**src/rtl/irq_agg_pkg.sv**
```systemverilog
package irq_agg_pkg;
  typedef enum logic {
    SEL_STATUS = 1'b0,
    SEL_ENABLE = 1'b1
  } reg_sel_e;
endpackage

```
**src/rtl/irq_sync.sv**
```systemverilog
module irq_sync #(
  parameter int STAGES = 2
) (
  input  logic clk,
  input  logic rst,
  input  logic d,
  output logic q
);
  logic [STAGES-1:0] chain;

  always_ff @(posedge clk) begin
    if (rst) chain <= '0;
    else     chain <= {chain[STAGES-2:0], d};
  end

  assign q = chain[STAGES-1];
endmodule

```
**src/rtl/irq_event_latch.sv**
```systemverilog
module irq_event_latch (
  input  logic clk,
  input  logic rst,
  input  logic sync_in,
  input  logic clr,
  output logic pend,
  output logic rise
);
  logic prev;

  assign rise = sync_in & ~prev;

  always_ff @(posedge clk) begin
    if (rst) begin
      prev <= 1'b0;
      pend <= 1'b0;
    end else begin
      prev <= sync_in;
      if (rise)     pend <= 1'b1;   // new edge beats a coincident clear
      else if (clr) pend <= 1'b0;
    end
  end
endmodule

```
**src/rtl/irq_mask_bank.sv**
```systemverilog
module irq_mask_bank #(
  parameter int N = 14
) (
  input  logic           clk,
  input  logic           rst,
  input  logic           wr,
  input  logic [2*N-1:0] ctl,
  output logic [N-1:0]   mask
);
  for (genvar k = 0; k < N; k++) begin : g_bit
    logic do_clr, do_set;
    assign do_clr = ctl[2*k];
    assign do_set = ctl[2*k+1];

    always_ff @(posedge clk) begin
      if (rst) mask[k] <= 1'b0;
      else if (wr) begin
        case ({do_set, do_clr})
          2'b10:   mask[k] <= 1'b1;
          2'b01:   mask[k] <= 1'b0;
          default: mask[k] <= mask[k];
        endcase
      end
    end
  end
endmodule

```
**src/rtl/irq_aggregator.sv**
```systemverilog
module irq_aggregator #(
  parameter int N_LEVEL       = 12,
  parameter int BUS_W         = 32,
  parameter int SYNC_STAGES   = 2,
  parameter int BTN_LIVE_POS  = 24,
  parameter int CARD_LIVE_POS = 25
) (
  input  logic               clk,
  input  logic               rst,
  input  logic               reg_wr,
  input  logic               reg_rd,
  input  logic               reg_sel,
  input  logic [BUS_W-1:0]   reg_wdata,
  output logic [BUS_W-1:0]   reg_rdata,
  input  logic [N_LEVEL-1:0] lvl_irq,
  input  logic               btn_pin,
  input  logic               card_pin,
  output logic               irq_out
);
  import irq_agg_pkg::*;

  localparam int N_SRC    = N_LEVEL + 2;
  localparam int BTN_IDX  = N_LEVEL;
  localparam int CARD_IDX = N_LEVEL + 1;
  localparam int CTL_W    = 2 * N_SRC;

  reg_sel_e sel;
  assign sel = reg_sel_e'(reg_sel);

  logic btn_s, card_s;
  logic [1:0] pend_q, rise_q, clr_req;
  logic [N_SRC-1:0] mask_q, src_vec;
  logic [BUS_W-1:0] stat_word, mask_word;
  logic unused_hi;

  assign unused_hi = ^reg_wdata[BUS_W-1:CTL_W];

  irq_sync #(.STAGES(SYNC_STAGES)) u_sync_btn (
    .clk(clk), .rst(rst), .d(btn_pin), .q(btn_s));
  irq_sync #(.STAGES(SYNC_STAGES)) u_sync_card (
    .clk(clk), .rst(rst), .d(card_pin), .q(card_s));

  assign clr_req[0] = reg_wr && sel == SEL_STATUS && reg_wdata[BTN_IDX];
  assign clr_req[1] = reg_wr && sel == SEL_STATUS && reg_wdata[CARD_IDX];

  irq_event_latch u_lat_btn (
    .clk(clk), .rst(rst), .sync_in(btn_s), .clr(clr_req[0]),
    .pend(pend_q[0]), .rise(rise_q[0]));
  irq_event_latch u_lat_card (
    .clk(clk), .rst(rst), .sync_in(card_s), .clr(clr_req[1]),
    .pend(pend_q[1]), .rise(rise_q[1]));

  irq_mask_bank #(.N(N_SRC)) u_mask (
    .clk(clk), .rst(rst),
    .wr(reg_wr && sel == SEL_ENABLE),
    .ctl(reg_wdata[CTL_W-1:0]),
    .mask(mask_q));

  assign src_vec = {pend_q[1], pend_q[0], lvl_irq};

  always_comb begin
    stat_word                = '0;
    stat_word[N_SRC-1:0]     = src_vec;
    stat_word[BTN_LIVE_POS]  = btn_s;
    stat_word[CARD_LIVE_POS] = card_s;
    mask_word                = '0;
    mask_word[N_SRC-1:0]     = mask_q;
  end

  always_ff @(posedge clk) begin
    if (rst) begin
      reg_rdata <= '0;
      irq_out   <= 1'b0;
    end else begin
      irq_out <= |(src_vec & mask_q);
      if (reg_rd) reg_rdata <= (sel == SEL_ENABLE) ? mask_word : stat_word;
    end
  end
endmodule

```
**config.mk**
```make
export PLATFORM = sky130hd
export DESIGN_NAME = irq_aggregator
export DESIGN_NICKNAME = d
export VERILOG_FILES = /design/src/rtl/irq_agg_pkg.sv /design/src/rtl/irq_sync.sv /design/src/rtl/irq_event_latch.sv /design/src/rtl/irq_mask_bank.sv /design/src/rtl/irq_aggregator.sv
export SDC_FILE = /design/constraint.sdc
export NUM_CORES = 1
export LEC_CHECK = 0
export CORE_MARGIN = 1.5
export CORE_UTILIZATION = 40
export CTS_BUF_LIST = sky130_fd_sc_hd__clkbuf_8
export DETAILED_ROUTE_END_ITERATION = 8
export PLACE_DENSITY = 0.77
export SLEW_MARGIN = 30
export SYNTH_ARGS = -nofsm -noshare
export SYNTH_HDL_FRONTEND = slang
export SYNTH_SLANG_ARGS = --single-unit
```
**constraint.sdc**
```tcl
create_clock -name clk -period 1.5 [get_ports clk]
set_clock_uncertainty 0.1 [all_clocks]
set_input_delay 0.3 -clock clk [delete_from_list [all_inputs] [get_ports clk]]
set_output_delay 0.3 -clock clk [all_outputs]
set_load 0.01 [all_outputs]
```
==> results of run 1 <==
==> registers in the layout, summed over array words and instances (netlist names) <==
name and cells:
reg_rdata 16, irq_out 1, u_sync_btn.chain 2, u_lat_card.prev 1, u_mask.mask 14, u_lat_btn.prev 1, u_sync_card.chain 2, u_lat_card.pend 1
u_lat_btn.pend 1
==> through the flow <==
step	total power, uW	hold slack [ps]
5_1_grt	2422	366.1
6_report	2294	341.4
2_1_floorplan	1386	313.8
3_5_place_dp	1594	328.5
3_3_place_gp	1585	317.5
4_1_cts	2309	344.4
==> cell type report <==
type,instances,share of cell area (%)
sequential,39,29.27
multi-input combinational,144,37.01
tap,54,2.533
inverter,14,1.970
clock inverter,1,0.1407
clock buffer,7,3.612
timing repair buffer,69,25.47
==> synth_stat cells (4+ instances only) <==
cell / instances
nand3b_1: 4
a21oi_1: 18
o21ai_0: 14
a211oi_1: 14
nor2b_1: 8
mux2i_1: 14
dfxtp_1: 39
nor2_1: 16
or3_1: 14
clkbuf_1: 5
ha_1: 14
buf_4: 17
inv_1: 14
==> final timing paths <==
check | startpoint | end | slack [ps] | cells after the start
setup / recovery | reg_wdata[5] | u_mask.mask[2]$_SDFFE_PP0P_ | 50 | 5
hold / removal | u_sync_card.chain[0]$_SDFF_PP0_ | u_sync_card.chain[1]$_SDFF_PP0_ | 340 | 1
setup reg to reg | u_mask.mask[5]$_SDFFE_PP0P_ | irq_out$_SDFF_PP0_ | 380 | 3
hold reg to reg | u_sync_card.chain[0]$_SDFF_PP0_ | u_sync_card.chain[1]$_SDFF_PP0_ | 340 | 1
==> routing by layer <==
layer	routed length (um)	vias up
li1	-	831
met1	1790	735
met2	1837	42
met3	161	4
met4	27	0
met5	0	-
==> power by group through the flow <==
| stage | sequential, uW | clock, uW | combinational [uW] |
|---|---|---|---|
| after floorplan | 1160 | 0 | 228 |
| after global placement | 1150 | 0 | 434 |
| after detailed placement | 1150 | 0 | 441 |
| after CTS | 1130 | 758 | 422 |
| after global routing | 1130 | 811 | 476 |
| final | 1130 | 739 | 427 |
==> timing repair <==
action                                  in CTS  in global routing
hold buffers                                 0                  0
resized for setup                           17                  4
endpoints found under the setup margin      17                  2
pin swaps                                    0                  0
==> kinds of logic (layout without fill, tap and decap cells) <==
logic type,Yosys count,after routing
AOI/OAI and AO/OA,54,54
adders and majority gates,14,14
buffers and inverters,41,91
DFF,39,39
muxes,14,14
other,1,16
and+or+nand+nor,46,46
==> results.tsv, run 1 <==
metric	value	unit
outcome	completed	
slowest_stage	clkdlybuf4s50_1	
vias_per_cell	4.915	
timing_hold_violations_final	0	
cts_buffers	5	
power_frac_seq	49.2	%
grt_max_degree	40	
ys_top_cells_by_area	dfxtp_1 41%, ha_1 9.1%, mux2i_1 7.3%, buf_4 6.6%, a211oi_1 5.5%	
path_buf_inv	2	
yosys_warnings	0	
placed_area	2564	um2
num_rows	25	
yosys.area_share.simple	13.43	%
maxCapViolations	0	
cp_max_fo	2	
drtAntennaViolNets	0	
syn_area	1919	um2
num_antenna_cells	0	
switching_power	545.5	uW
grtUsageTotal	15.16	%
clk_path_buf_depth	2	
switching_share	23.77	%
antenna_found_initial	0	
multi_input_comb_area	987.2	um2
die_h	72.27	um
cp.required	1610	ps
dpl_worst_slack	-244.0	ps
placed_cells	320	
core	4661	um2
ys_ff_latch	39	
grt_pass1_vias	1373	
htreeDepth	2	
die_w	72.27	um
cts.clk_slew.worst_paths	70	ps
p_per_area	860.0	nW/um2
cp-start-kind	primary input	
dp_hpwl	2911	um
layout.nets	338	
yosys.area_share.adder	9.126	%
seqCellArea	780.7	um2
place.gp.congestion	0.7729	
io_buffer_count	63	
crit_arrival	1570	ps
cts_root_buf	clkbuf_8	
fmax	689.1	MHz
synth-seq-area-share	40.68	%
final_cell_mix	46 x clkdlybuf4s50_1, 39 x dfxtp_1, 17 x dlygate4sd2_1	
avgSynthCellArea	9.183	um2
cts_setup_buffers	0	
drv_slew	0	
worst_slack	48.73	ps
design_area	2668	um2
synth_top_area_share	40.68	%
synth_top_family_by_area	compound AO/OA/AOI/OAI gates	
critPathCaptureType	flip-flop	
drc	0	
clock_latency	280	ps
max_stage_delay	450	ps
p_leak	0.001175	uW
boundaryPins	84	
pwr-share-comb	18.6	%
mostFrequentLayoutCell	clkdlybuf4s50_1	
hold_class	reg -> reg	
path_delay_family	buffers and inverters	
synth-compound-area-share	17.14	%
grtUsageMet3	3.750	%
finalCritPeriodShare	96.75	%
drt-total-wl	3816	um
timing.setup.tns	0	ps
initial_core_util	41.18	%
finalSetupViolations	0	
synth_xor_area_share	0	%
ir_drop	0.3905	mV
cp_cell_sequence	clkdlybuf4s50_1 -> inv_1 -> ha_1 -> or3_1 -> a21oi_1	
synth-edff-count	0	
wl_per_cell	11.63	um
busiest_layer	met2	
utilization	57.23	%
fillCellCount	429	
cts_tree	done	
drtPass1Iterations	4	
clock-sinks	39	
async_flop_share	0	%
overflow	0	
dr.first_iter.drc_count	66	
grtUsageMet2	23.66	%
synth_cells	209	
post_synth_num_cell_types	23	
rsz0062_at_grt	no	
dr_total_vias	1612	
p_int	1749	uW
grt_pass1_wl	6175	um
p_clk_share	32.2	%
synthMuxAreaShare	7.301	%
drive_above_1_share	6.569	%
worstSetupPathType	in -> reg	
layoutNonFillerInstCount	328	
met1_usage	20.69	%
synth_ff_type	dfxtp_1	
layout_min_cycle_time	1451	ps
area_delta_synth_final	38.98	%
fp.dieArea	5223	um2
synth_top_cell_by_area	dfxtp_1	
No activity file was read; power rests on OpenSTA's default activity.
==> inputs of run 2 (changes only) <==
--- a/config.mk
+++ b/config.mk
@@ -10,7 +10,7 @@
 export CTS_BUF_LIST = sky130_fd_sc_hd__clkbuf_8
 export DETAILED_ROUTE_END_ITERATION = 8
 export PLACE_DENSITY = 0.77
-export SLEW_MARGIN = 30
+export SLEW_MARGIN = 0
 export SYNTH_ARGS = -nofsm -noshare
 export SYNTH_HDL_FRONTEND = slang
 export SYNTH_SLANG_ARGS = --single-unit
==> results of run 2 <==
The final DEF is identical to that of run 1; final timing and power are the same.
